### config.mk
export PLATFORM = sky130hd
export DESIGN_NAME = exc_arbiter
export DESIGN_NICKNAME = d
export VERILOG_FILES = /design/src/rtl/exc_arb_pkg.sv /design/src/rtl/exc_pending_regs.sv /design/src/rtl/exc_prio_pick.sv /design/src/rtl/exc_vec_gen.sv /design/src/rtl/exc_arbiter.sv
export SDC_FILE = /design/constraint.sdc
export NUM_CORES = 1
export LEC_CHECK = 0
export CAP_MARGIN = 20
export CORE_MARGIN = 5
export CORE_UTILIZATION = 25
export CTS_BUF_LIST = sky130_fd_sc_hd__clkbuf_8
export DETAILED_ROUTE_END_ITERATION = 7
export PLACE_DENSITY = 0.53
export SLEW_MARGIN = 10
export SYNTH_ARGS = -nofsm -noshare
export SYNTH_HDL_FRONTEND = slang
export SYNTH_HIERARCHICAL = 1
export SYNTH_SLANG_ARGS = --single-unit
### constraint.sdc
create_clock -name clk -period 3.3 [get_ports clk]
set_input_delay 0.825 -clock clk [delete_from_list [all_inputs] [get_ports clk]]
set_output_delay 0.825 -clock clk [all_outputs]
set_load 0.02 [all_outputs]
### src/rtl/exc_arb_pkg.sv
package exc_arb_pkg;

  localparam int NUM_SRC = 26;
  localparam int SRC_IW  = $clog2(NUM_SRC);
  localparam int CODE_W  = 5;

  // Source slots; the index is the priority rank (0 highest).
  localparam int SRC_COLD   = 0;
  localparam int SRC_SOFT   = 1;
  localparam int SRC_DSS    = 2;
  localparam int SRC_DINT   = 3;
  localparam int SRC_NMI    = 4;
  localparam int SRC_MCHK   = 5;
  localparam int SRC_INT    = 6;
  localparam int SRC_DWATCH = 7;
  localparam int SRC_DIB    = 8;
  localparam int SRC_FWATCH = 9;
  localparam int SRC_FADEL  = 10;
  localparam int SRC_FTLB   = 11;
  localparam int SRC_IBE    = 12;
  localparam int SRC_DBP    = 13;
  localparam int SRC_SYS    = 14;
  localparam int SRC_BP     = 15;
  localparam int SRC_CPU    = 16;
  localparam int SRC_RI     = 17;
  localparam int SRC_OV     = 18;
  localparam int SRC_TR     = 19;
  localparam int SRC_DDB    = 20;
  localparam int SRC_MWATCH = 21;
  localparam int SRC_MADEL  = 22;
  localparam int SRC_MADES  = 23;
  localparam int SRC_MTLBL  = 24;
  localparam int SRC_MTLBS  = 25;

  localparam logic [CODE_W-1:0] CODE_INT   = 5'd0;
  localparam logic [CODE_W-1:0] CODE_TLBL  = 5'd2;
  localparam logic [CODE_W-1:0] CODE_TLBS  = 5'd3;
  localparam logic [CODE_W-1:0] CODE_ADEL  = 5'd4;
  localparam logic [CODE_W-1:0] CODE_ADES  = 5'd5;
  localparam logic [CODE_W-1:0] CODE_IBE   = 5'd6;
  localparam logic [CODE_W-1:0] CODE_SYS   = 5'd8;
  localparam logic [CODE_W-1:0] CODE_BP    = 5'd9;
  localparam logic [CODE_W-1:0] CODE_RI    = 5'd10;
  localparam logic [CODE_W-1:0] CODE_CPU   = 5'd11;
  localparam logic [CODE_W-1:0] CODE_OV    = 5'd12;
  localparam logic [CODE_W-1:0] CODE_TR    = 5'd13;
  localparam logic [CODE_W-1:0] CODE_WATCH = 5'd23;
  localparam logic [CODE_W-1:0] CODE_MCHK  = 5'd24;
  localparam logic [CODE_W-1:0] CODE_DEBUG = 5'd30;
  localparam logic [CODE_W-1:0] CODE_BOOT  = 5'd31;

  typedef enum logic [1:0] {
    CLS_BOOT  = 2'd0,
    CLS_DEBUG = 2'd1,
    CLS_GEN   = 2'd2
  } exc_class_e;

  function automatic exc_class_e src_class(input int idx);
    case (idx)
      SRC_COLD, SRC_SOFT, SRC_NMI:                   return CLS_BOOT;
      SRC_DSS, SRC_DINT, SRC_DIB, SRC_DBP, SRC_DDB:  return CLS_DEBUG;
      default:                                       return CLS_GEN;
    endcase
  endfunction

  function automatic logic [CODE_W-1:0] src_code(input int idx);
    case (idx)
      SRC_INT:                            return CODE_INT;
      SRC_MCHK:                           return CODE_MCHK;
      SRC_DWATCH, SRC_FWATCH, SRC_MWATCH: return CODE_WATCH;
      SRC_FADEL, SRC_MADEL:               return CODE_ADEL;
      SRC_MADES:                          return CODE_ADES;
      SRC_FTLB, SRC_MTLBL:                return CODE_TLBL;
      SRC_MTLBS:                          return CODE_TLBS;
      SRC_IBE:                            return CODE_IBE;
      SRC_SYS:                            return CODE_SYS;
      SRC_BP:                             return CODE_BP;
      SRC_CPU:                            return CODE_CPU;
      SRC_RI:                             return CODE_RI;
      SRC_OV:                             return CODE_OV;
      SRC_TR:                             return CODE_TR;
      default: begin
        if (src_class(idx) == CLS_DEBUG) return CODE_DEBUG;
        return CODE_BOOT;
      end
    endcase
  endfunction

  // Sources that stay live while the core is in debug mode.
  function automatic logic [NUM_SRC-1:0] dbg_keep_mask();
    logic [NUM_SRC-1:0] m;
    for (int i = 0; i < NUM_SRC; i++) begin
      m[i] = (src_class(i) == CLS_DEBUG) || (i == SRC_COLD) || (i == SRC_SOFT);
    end
    return m;
  endfunction

endpackage

### src/rtl/exc_pending_regs.sv
module exc_pending_regs (
  input  logic clk,
  input  logic rst_n,
  input  logic nmi_in,
  input  logic dwatch_req,
  input  logic kd_mode,
  input  logic take_nmi,
  input  logic take_dwatch,
  output logic nmi_pend,
  output logic dwatch_ready
);

  logic nmi_prev;
  logic nmi_rise;
  logic dw_pend;

  assign nmi_rise = nmi_in & ~nmi_prev;

  always_ff @(posedge clk or negedge rst_n) begin
    if (!rst_n) begin
      nmi_prev <= 1'b0;
      nmi_pend <= 1'b0;
    end else begin
      nmi_prev <= nmi_in;
      if (nmi_rise)      nmi_pend <= 1'b1;
      else if (take_nmi) nmi_pend <= 1'b0;
    end
  end

  always_ff @(posedge clk or negedge rst_n) begin
    if (!rst_n) begin
      dw_pend <= 1'b0;
    end else begin
      if (dwatch_req)       dw_pend <= 1'b1;
      else if (take_dwatch) dw_pend <= 1'b0;
    end
  end

  assign dwatch_ready = dw_pend & ~kd_mode;

  // a level that was already high cannot create a new NMI event
  assert_nmi_no_retrigger_R4: assert property (@(posedge clk) disable iff (!rst_n)
    (!nmi_pend && nmi_prev) |=> !nmi_pend);

  // taking the NMI clears the event unless a fresh edge arrives
  assert_nmi_cleared_R12: assert property (@(posedge clk) disable iff (!rst_n)
    (take_nmi && nmi_prev) |=> !nmi_pend);

  // a pending watch survives kernel/debug mode
  assert_dwatch_held_R9: assert property (@(posedge clk) disable iff (!rst_n)
    (dw_pend && kd_mode) |=> dw_pend);

  // the watch is never offered while in kernel/debug mode
  assert_dwatch_blocked_R9: assert property (@(posedge clk) disable iff (!rst_n)
    kd_mode |-> !take_dwatch);

endmodule

### src/rtl/exc_prio_pick.sv
module exc_prio_pick #(
  parameter int N    = 26,
  localparam int IW  = $clog2(N)
) (
  input  logic [N-1:0]  req,
  output logic [N-1:0]  grant,
  output logic          any,
  output logic [IW-1:0] idx
);

  logic [N-1:0] above;

  assign above[0] = 1'b0;
  for (genvar i = 1; i < N; i++) begin : g_chain
    assign above[i] = above[i-1] | req[i-1];
  end

  assign grant = req & ~above;
  assign any   = |req;

  always_comb begin
    idx = '0;
    for (int i = N - 1; i >= 0; i--) begin
      if (grant[i]) idx = IW'(i);
    end
  end

endmodule

### src/rtl/exc_vec_gen.sv
module exc_vec_gen
  import exc_arb_pkg::*;
#(
  parameter logic [31:0] VEC_BOOT   = 32'hBFC0_0000,
  parameter logic [31:0] VEC_DBG_LO = 32'hBFC0_0480,
  parameter logic [31:0] VEC_DBG_HI = 32'hFF20_0200,
  parameter logic [31:0] BASE_LO    = 32'h8000_0000,
  parameter logic [31:0] BASE_HI    = 32'hBFC0_0200,
  parameter logic [31:0] GEN_OFS    = 32'h0000_0180
) (
  input  logic [SRC_IW-1:0] sel_idx,
  input  logic              probe_trap,
  input  logic              boot_sel,
  output logic [CODE_W-1:0] code,
  output logic              is_dbg,
  output logic [31:0]       vec
);

  exc_class_e cls;

  always_comb begin
    cls    = src_class(int'(sel_idx));
    code   = src_code(int'(sel_idx));
    is_dbg = (cls == CLS_DEBUG);
    case (cls)
      CLS_BOOT:  vec = VEC_BOOT;
      CLS_DEBUG: vec = probe_trap ? VEC_DBG_HI : VEC_DBG_LO;
      default:   vec = (boot_sel ? BASE_HI : BASE_LO) + GEN_OFS;
    endcase
  end

endmodule

### src/rtl/exc_arbiter.sv
module exc_arbiter
  import exc_arb_pkg::*;
#(
  parameter int          N_HW_IRQ   = 6,
  parameter int          N_SW_IRQ   = 2,
  parameter logic [31:0] VEC_BOOT   = 32'hBFC0_0000,
  parameter logic [31:0] VEC_DBG_LO = 32'hBFC0_0480,
  parameter logic [31:0] VEC_DBG_HI = 32'hFF20_0200,
  parameter logic [31:0] BASE_LO    = 32'h8000_0000,
  parameter logic [31:0] BASE_HI    = 32'hBFC0_0200,
  parameter logic [31:0] GEN_OFS    = 32'h0000_0180,
  localparam int         N_IRQ      = N_HW_IRQ + N_SW_IRQ
) (
  input  logic                clk,
  input  logic                rst_n,
  input  logic                cold_rst,
  input  logic                soft_rst,
  input  logic                dbg_step,
  input  logic                dbg_int_pin,
  input  logic                dbg_brk_bit,
  input  logic                nmi_in,
  input  logic                mchk,
  input  logic [N_HW_IRQ-1:0] hw_irq,
  input  logic [N_SW_IRQ-1:0] sw_irq,
  input  logic [N_IRQ-1:0]    irq_mask,
  input  logic                dwatch_req,
  input  logic                f_dib,
  input  logic                f_watch,
  input  logic                f_adel,
  input  logic                f_tlb,
  input  logic                f_ibe,
  input  logic                x_sdbbp,
  input  logic                x_sys,
  input  logic                x_brk,
  input  logic                x_cpu,
  input  logic                x_ri,
  input  logic                x_ov,
  input  logic                x_tr,
  input  logic                m_ddb,
  input  logic                m_watch,
  input  logic                m_adel,
  input  logic                m_ades,
  input  logic                m_tlbl,
  input  logic                m_tlbs,
  input  logic                kd_mode,
  input  logic                dbg_mode,
  input  logic                probe_trap,
  input  logic                boot_sel,
  output logic                exc_take,
  output logic [CODE_W-1:0]   exc_code,
  output logic                exc_debug,
  output logic [31:0]         exc_vec
);

  localparam logic [NUM_SRC-1:0] KEEP_IN_DBG = dbg_keep_mask();

  logic [N_IRQ-1:0]   irq_lines;
  logic               nmi_pend;
  logic               dwatch_ready;
  logic [NUM_SRC-1:0] req_raw;
  logic [NUM_SRC-1:0] req_eff;
  logic [NUM_SRC-1:0] grant;
  logic               any_req;
  logic [SRC_IW-1:0]  win_idx;
  logic [CODE_W-1:0]  nxt_code;
  logic               nxt_dbg;
  logic [31:0]        nxt_vec;

  assign irq_lines = {hw_irq, sw_irq};

  always_comb begin
    req_raw             = '0;
    req_raw[SRC_COLD]   = cold_rst;
    req_raw[SRC_SOFT]   = soft_rst;
    req_raw[SRC_DSS]    = dbg_step;
    req_raw[SRC_DINT]   = dbg_int_pin | dbg_brk_bit;
    req_raw[SRC_NMI]    = nmi_pend;
    req_raw[SRC_MCHK]   = mchk;
    req_raw[SRC_INT]    = |(irq_lines & irq_mask);
    req_raw[SRC_DWATCH] = dwatch_ready;
    req_raw[SRC_DIB]    = f_dib;
    req_raw[SRC_FWATCH] = f_watch;
    req_raw[SRC_FADEL]  = f_adel;
    req_raw[SRC_FTLB]   = f_tlb;
    req_raw[SRC_IBE]    = f_ibe;
    req_raw[SRC_DBP]    = x_sdbbp;
    req_raw[SRC_SYS]    = x_sys;
    req_raw[SRC_BP]     = x_brk;
    req_raw[SRC_CPU]    = x_cpu;
    req_raw[SRC_RI]     = x_ri;
    req_raw[SRC_OV]     = x_ov;
    req_raw[SRC_TR]     = x_tr;
    req_raw[SRC_DDB]    = m_ddb;
    req_raw[SRC_MWATCH] = m_watch;
    req_raw[SRC_MADEL]  = m_adel;
    req_raw[SRC_MADES]  = m_ades;
    req_raw[SRC_MTLBL]  = m_tlbl;
    req_raw[SRC_MTLBS]  = m_tlbs;
  end

  assign req_eff = dbg_mode ? (req_raw & KEEP_IN_DBG) : req_raw;

  exc_pending_regs u_pend (
    .clk          (clk),
    .rst_n        (rst_n),
    .nmi_in       (nmi_in),
    .dwatch_req   (dwatch_req),
    .kd_mode      (kd_mode),
    .take_nmi     (grant[SRC_NMI]),
    .take_dwatch  (grant[SRC_DWATCH]),
    .nmi_pend     (nmi_pend),
    .dwatch_ready (dwatch_ready)
  );

  exc_prio_pick #(.N(NUM_SRC)) u_pick (
    .req   (req_eff),
    .grant (grant),
    .any   (any_req),
    .idx   (win_idx)
  );

  exc_vec_gen #(
    .VEC_BOOT   (VEC_BOOT),
    .VEC_DBG_LO (VEC_DBG_LO),
    .VEC_DBG_HI (VEC_DBG_HI),
    .BASE_LO    (BASE_LO),
    .BASE_HI    (BASE_HI),
    .GEN_OFS    (GEN_OFS)
  ) u_vec (
    .sel_idx    (win_idx),
    .probe_trap (probe_trap),
    .boot_sel   (boot_sel),
    .code       (nxt_code),
    .is_dbg     (nxt_dbg),
    .vec        (nxt_vec)
  );

  always_ff @(posedge clk or negedge rst_n) begin
    if (!rst_n) begin
      exc_take  <= 1'b0;
      exc_code  <= '0;
      exc_debug <= 1'b0;
      exc_vec   <= '0;
    end else begin
      exc_take  <= any_req;
      exc_code  <= any_req ? nxt_code : '0;
      exc_debug <= any_req & nxt_dbg;
      exc_vec   <= any_req ? nxt_vec : '0;
    end
  end

  // the picker never grants more than one source
  assert_single_grant_R1: assert property (@(posedge clk) disable iff (!rst_n)
    $onehot0(grant));

  // cold reset always wins and lands on the boot address
  assert_cold_boot_R3: assert property (@(posedge clk) disable iff (!rst_n)
    cold_rst |=> (exc_take && exc_code == CODE_BOOT && exc_vec == VEC_BOOT));

  // in debug mode only debug or reset-class results appear
  assert_dbg_mode_filter_R10: assert property (@(posedge clk) disable iff (!rst_n)
    (dbg_mode && !nmi_pend) |=> (!exc_take || exc_debug || exc_code == CODE_BOOT));

  // debug-class results use the probe-selected address
  assert_dbg_vector_R5: assert property (@(posedge clk) disable iff (!rst_n)
    (exc_take && exc_debug) |-> (exc_vec == ($past(probe_trap) ? VEC_DBG_HI : VEC_DBG_LO)));

  // an interrupt result needs an enabled line in the previous cycle
  assert_irq_enabled_R7: assert property (@(posedge clk) disable iff (!rst_n)
    (exc_take && !exc_debug && exc_code == CODE_INT) |-> $past(|(irq_lines & irq_mask)));

  // outputs stay at zero when no exception is taken
  assert_idle_zero_R11: assert property (@(posedge clk) disable iff (!rst_n)
    !exc_take |-> (exc_code == '0 && exc_vec == '0 && !exc_debug));

endmodule

==> metrics.md, run 1 <==
| Metric | Value |
|---|---|
| CTS clock-pin slew for the worst setup and hold paths | 80 ps |
| Logic pwr share | 21.9% |
| Period minus WS final | 3230 ps |
| RePlAce Congestion | 0.845 |
| TritonCTS Sinks | 42 |
| Slew @ Worst Pin | 919 ps |
| Core footprint | 9860 sq um |
| First-pass GRT wire length | 10900 um |
| Die ar. | 12300 sq um |
| Via count | 2264 |
| Ratio of total power to cell area | 314 nW/um^2 |
| CTS tree | done |
| Sw Ratio | 23.9% |
| Startpoint class of the critical path | input port |
| H-tree Lvls | 2 |
| Clk Latency, worst-skew pair | 290 ps |
| Hold Slack | 445 ps |
| Die Ht | 111 um |
| Max_cap viols | 0 |
| Num CTS Buffers | 5 |
| Setup crit end kind | flip-flop |
| DR WL/cell | 12.3 um |
| Cell mode on critical path | buf_4 |
| Hold Path Class | flip-flop to flip-flop |
| Most common cell after layout, fill and taps aside | buf_4 |
| Largest net degree at the start of global routing | 43 |
| Wirelength, routed | 6650 um |
| Drc violations | 0 |
| Final instance area | 4170 sq um |
| Final Max Tran Viols | 0 |
| Initial antenna violation count | 0 |
| Clk pwr share | 36.8% |
| Final period util | 98.0% |
| Max Root-Sink Buffers | 2 |
| CP arrival | 3420 ps |
| Most frequent cells in the layout | 61 x buf_4, 60 x clkdlybuf4s50_1, 42 x dfrtp_1 |
| Worst IR drop on VDD | 0.162 mV |
| Total power | 1310 uW |
| Die X | 111 um |
| Antenna diode count | 0 |
| Area grow syn2layout | 64.0% |
| Vias in the first global route | 2384 |
| Worst EP required | 3480 ps |
| Overflow after GRT | 0 |
| Final Hold Vio Count | 0 |
| Cells along the critical path | dlygate4sd2_1 -> a22oi_2 -> a41oi_2 -> buf_4 -> nor3_4 -> and4_4 -> nand2_1 -> a31oi_1 -> buf_4 -> and2b_4 -> buf_4 -> nand2_1 -> a311oi_1 -> nor2_1 -> and2_1 |
| Cell count after synthesis | 267 |
| Clock Skew | 7.82 ps |
| Sw power | 313 uW |
| Io pins | 87 |
| DR pass1 iterations | 4 |
| Fmax | 309 MHz |
| Starting density of the core | 25.8% |
| CP max stage delay | 310 ps |
| Vias/cell | 4.19 |
| Final core utilization | 42.3% |
| Nets | 454 |
| Row count | 36 |
| Part of the power in registers | 41.3% |
| Port bufs | 86 |
| Initial drt markers | 46 |
| Max stage delay cell, worst path | and4_4 |
| Leakage | 0.00183 uW |
| Synth warn | 6 |
| Remaining antenna violation count | 0 |
| Outcome | finished, final reports clean |
| Avg Inst Size Synth | 9.52 sq um |
| Worst slew margin | 38.8% |
| Mapped Area | 2540 sq um |
| Finish-stage setup viols | 0 |
| Placed Area | 3760 sq um |
| CP max FO | 6 |
| Clk root buf | clkbuf_8 |
| Layout cells sized above 1 | 29.0% |
| CP Class | input port to flip-flop |
| Dpl hpwl | 4960 um |
| P_int | 995 uW |
| Total global-route track usage | 10.4% |
-- stage by stage --
step / setup WS (ps) / TNS (ps) / std cells
global placement: -518 / -9040 / 515
detailed placement: -619 / -9910 / 515
CTS: 7.84 / 0 / 528
global route: -37.4 / -37.4 / 540
finish: 66.8 / 0 / 540
floorplan: -1.97 / -1.97 / 283
-- state kept, by name, summed over array words and instances (netlist names) --
register         count
u_pend/nmi_prev      1
exc_debug            1
exc_code             5
exc_take             1
exc_vec             32
u_pend/nmi_pend      1
u_pend/dw_pend       1
-- worst paths after layout --
check	start	to	slack, ps	cells past startpoint
worst max-delay path	hw_irq[5]	exc_code[0]	70	15
worst min-delay path	u_pend/nmi_prev	u_pend/nmi_pend	440	1
worst max register to register	u_pend/dw_pend	exc_vec[30]	450	10
worst min register to register	u_pend/nmi_prev	u_pend/nmi_pend	440	1
max in group asynchronous	rst_n	u_pend/nmi_pend	2060	1
min in group asynchronous	rst_n	exc_vec[2]	670	1
-- routing by layer --
layer | wire, um | up-vias | track usage (%)
met5 | 0 | - | 0
met4 | 87 | 0 | 2.13
met3 | 306 | 13 | 3.17
met2 | 3530 | 58 | 18.9
met1 | 2720 | 1059 | 11.9
li1 | - | 1134 | -
-- critical path: cells and delay by family --
kind | cells | cell delay, ps
AOI/OAI and AO/OA | 4 | 830
buffers and inverters | 4 | 720
and+or+nand+nor | 7 | 1030
-- cell type report --
| type | count | area (sq um) |
|---|---|---|
| fillers | 961 | 5700 |
| multi-input cells | 192 | 1390 |
| repair buffers | 152 | 1380 |
| flip-flops and latches | 42 | 1050 |
| well taps | 133 | 166 |
| clock buffers | 5 | 68.8 |
| clock inverters | 3 | 68.8 |
| inverters | 13 | 48.8 |
-- power by group through the flow --
| stage | registers, uW | clock network [uW] | logic, uW |
|---|---|---|---|
| after floorplan | 574 | 0 | 101 |
| after global placement | 550 | 0 | 266 |
| after detailed placement | 551 | 0 | 267 |
| after CTS | 541 | 501 | 272 |
| after global routing | 542 | 522 | 312 |
| final | 540 | 482 | 287 |
-- timing repair --
item | in CTS | in global routing
pin swaps | 13 | 22
buffers inserted | 5 | 12
resized for setup | 32 | 35
hold buffers | 0 | 0
endpoints found under the setup margin | 20 | 19
(Power assumes the default switching activity.)
==> run 2: changes to the inputs <==
--- a/config.mk
+++ b/config.mk
@@ -6,7 +6,7 @@
 export NUM_CORES = 1
 export LEC_CHECK = 0
 export CAP_MARGIN = 20
-export CORE_MARGIN = 5
+export CORE_MARGIN = 3
 export CORE_UTILIZATION = 25
 export CTS_BUF_LIST = sky130_fd_sc_hd__clkbuf_8
 export DETAILED_ROUTE_END_ITERATION = 7
==> run 2 against run 1 <==
  * Hold slack better by 2.0 ps
  * Routed wire length is 11% lower
  * Setup slack hardly changed
==> metrics.md, run 2 (synthesis results as in run 1) <==
| Metric | Value |
|---|---|
| CTS tree | done |
| Leakage | 0.00179 uW (-2.3%) |
| Finish-stage setup viols | 0 (unchanged) |
| Layout cells sized above 1 | 30.4% (+1.5 points) |
| Port bufs | 86 (unchanged) |
| Clk root buf | clkbuf_8 |
| Core footprint | 9820 sq um (-0.46%) |
| Clk pwr share | 36.8% (about the same) |
| Cells after DPL | 513 (-0.39%) |
| Vias in the first global route | 2155 (-9.6%) |
| Layout Cells excl Fill | 537 (-0.56%) |
| Fmax | 309 MHz (about the same) |
| Final Max Tran Viols | 0 (unchanged) |
| CTS clock-pin slew for the worst setup and hold paths | 80 ps (about the same) |
| Total global-route track usage | 10.4% (+0.027 points) |
| Drc violations | 0 (unchanged) |
| DR pass1 iterations | 4 (unchanged) |
| Final Hold Vio Count | 0 (unchanged) |
| Wirelength, routed | 5950 um (-11%) |
| RePlAce Congestion | 0.807 (-4.6%) |
| Placed Area | 3750 sq um (-0.40%) |
| Sw power | 310 uW (-1.1%) |
| RSZ-0062 raised after global routing | true |
| Initial antenna violation count | 0 (unchanged) |
| Layout fillers | 1014 (+5.5%) |
| Slew @ Worst Pin | 902 ps (-17.2 ps) |
| Delay-heaviest family, CP | simple AND/OR/NAND/NOR gates |
| Reg area | 1050 sq um (unchanged) |
| Logic pwr share | 21.9% (about the same) |
| Overflow after GRT | 0 (unchanged) |
| First-pass GRT wire length | 9880 um (-9.4%) |
| Largest net degree at the start of global routing | 43 (unchanged) |
| Worst IR drop on VDD | 0.251 mV (+54%) |
| Via count | 2211 (-2.3%) |
| Clock Skew | 6.67 ps (-1.15 ps) |
| CP max FO | 4 (-2) |
| Starting density of the core | 25.9% (+0.12 points) |
| Nets | 451 (-0.66%) |
| Hold Slack | 447 ps (+1.96 ps) |
| P_int | 996 uW (+0.13%) |
| Ratio of total power to cell area | 313 nW/um^2 (-0.27%) |
| Area occupied by multi-input gates | 1400 sq um (+0.99%) |
| Area grow syn2layout | 64.2% |
| FF-to-FF setup slack | 440 ps (about the same) |
| CTS Hold Bufs | 0 (unchanged) |
| Die X | 107 um (-3.6%) |
| Die ar. | 11400 sq um (-7.1%) |
| Num CTS Buffers | 5 (unchanged) |
| Max reg flops | 32 (unchanged) |
| Dpl hpwl | 4530 um (-8.8%) |
| Clk Latency, worst-skew pair | 290 ps (about the same) |
| Final period util | 98.0% (about the same) |
| Worst EP required | 3490 ps (about the same) |
| Most frequent cells in the layout | 62 x clkdlybuf4s50_1, 55 x buf_4, 42 x dfrtp_1 |
| TritonCTS Sinks | 42 (unchanged) |
| Biggest regs | exc_vec x32, exc_code x5 |
| Cells along the critical path | clkdlybuf4s50_1 -> or4_4 -> or3_4 -> o211ai_4 -> and2b_4 -> a2111oi_4 -> a21o_2 -> o21bai_1 -> and2_1 |
| Most common cell after layout, fill and taps aside | clkdlybuf4s50_1 |
| Part of the power in registers | 41.3% (about the same) |
| Worst slew margin | 39.9% (+1.1 points) |
| Largest reg by FF count | exc_vec |
| Startpoint class of the critical path | input port |
| Row count | 36 (unchanged) |
| CP Class | input port to flip-flop |
| Max stage delay cell, worst path | or4_4 |
| Initial drt markers | 80 (+74%) |
| Vias/cell | 4.12 (-1.8%) |
| Sw Ratio | 23.7% (-0.22 points) |
| Max_cap viols | 0 (unchanged) |
| CP max stage delay | 610 ps (+300 ps) |
| Antenna diode count | 0 (unchanged) |
| Buf/Inv on CP | 1 (-3) |
| Final instance area | 4170 sq um (+0.12%) |
| Setup crit end kind | flip-flop |
| Io pins | 87 (unchanged) |
| CP arrival | 3420 ps (about the same) |
| Die Ht | 107 um (-3.6%) |
| Max Root-Sink Buffers | 2 (unchanged) |
| Total power | 1310 uW (-0.16%) |
| H-tree Lvls | 2 (unchanged) |
| Hold Path Class | flip-flop to flip-flop |
| Period minus WS final | 3230 ps (-0.386 ps) |
| Remaining antenna violation count | 0 (unchanged) |
| DR WL/cell | 11.1 um (-10%) |
| Outcome | finished, final reports clean |
## run 2: area by class of cell
cell class	count	share of cell area (%)
inverters	13	1.17
well taps	133	3.99
multi-input cells	192	33.5
clock buffers	5	1.65
clock inverters	3	1.65
flip-flops and latches	42	25.2
repair buffers	149	32.8
## run 2: metal layers
| layer | track usage (%) | vias to the layer above | share of wire [%] |
|---|---|---|---|
| met3 | 3.01 | 8 | 5.6 |
| li1 | - | 1124 | - |
| met4 | 1.64 | 0 | 1.1 |
| met2 | 18.6 | 49 | 51 |
| met1 | 12.5 | 1030 | 42 |
| met5 | 0 | - | 0 |
## run 2: worst paths after layout
check / start / end / cells after the start
max in group asynchronous: rst_n / exc_vec[12] / 1
hold / removal: u_pend/nmi_prev / u_pend/nmi_pend / 1
hold reg to reg: u_pend/nmi_prev / u_pend/nmi_pend / 1
min in group asynchronous: rst_n / exc_vec[5] / 1
setup / recovery: soft_rst / exc_vec[7] / 9
setup reg to reg: u_pend/dw_pend / exc_vec[7] / 10
## run 2: worst register-to-register path: cells and delay by family (launching register included)
| kind | cells | cell delay, ps |
|---|---|---|
| AO/OA/AOI/OAI | 4 | 700 |
| flip-flops | 1 | 380 |
| AND/OR/NAND/NOR | 6 | 1680 |
## run 2: power groups by stage
| stage | logic (uW) | clock network [uW] | registers (uW) |
|---|---|---|---|
| floorplan | 101 | 0 | 574 |
| global placement | 264 | 0 | 550 |
| detailed placement | 265 | 0 | 550 |
| CTS | 269 | 498 | 539 |
| global route | 311 | 520 | 541 |
| finish | 286 | 481 | 539 |
## run 2: timing repair
item | in CTS | in global routing
resized for setup | 38 | 45
pin swaps | 23 | 21
endpoints found under the setup margin | 20 | 19
buffers inserted | 9 | 7
## run 2: metrics by stage
stage	TNS (ps)	util [%]	setup WS [ps]
5_1_grt	-10.5	42.5	-4.25
3_5_place_dp	-11110	38.2	-625
4_1_cts	0	40.8	1.14
3_3_place_gp	-10250	38.2	-586
2_1_floorplan	-1.97	-	-1.97
6_report	0	42.5	67.2
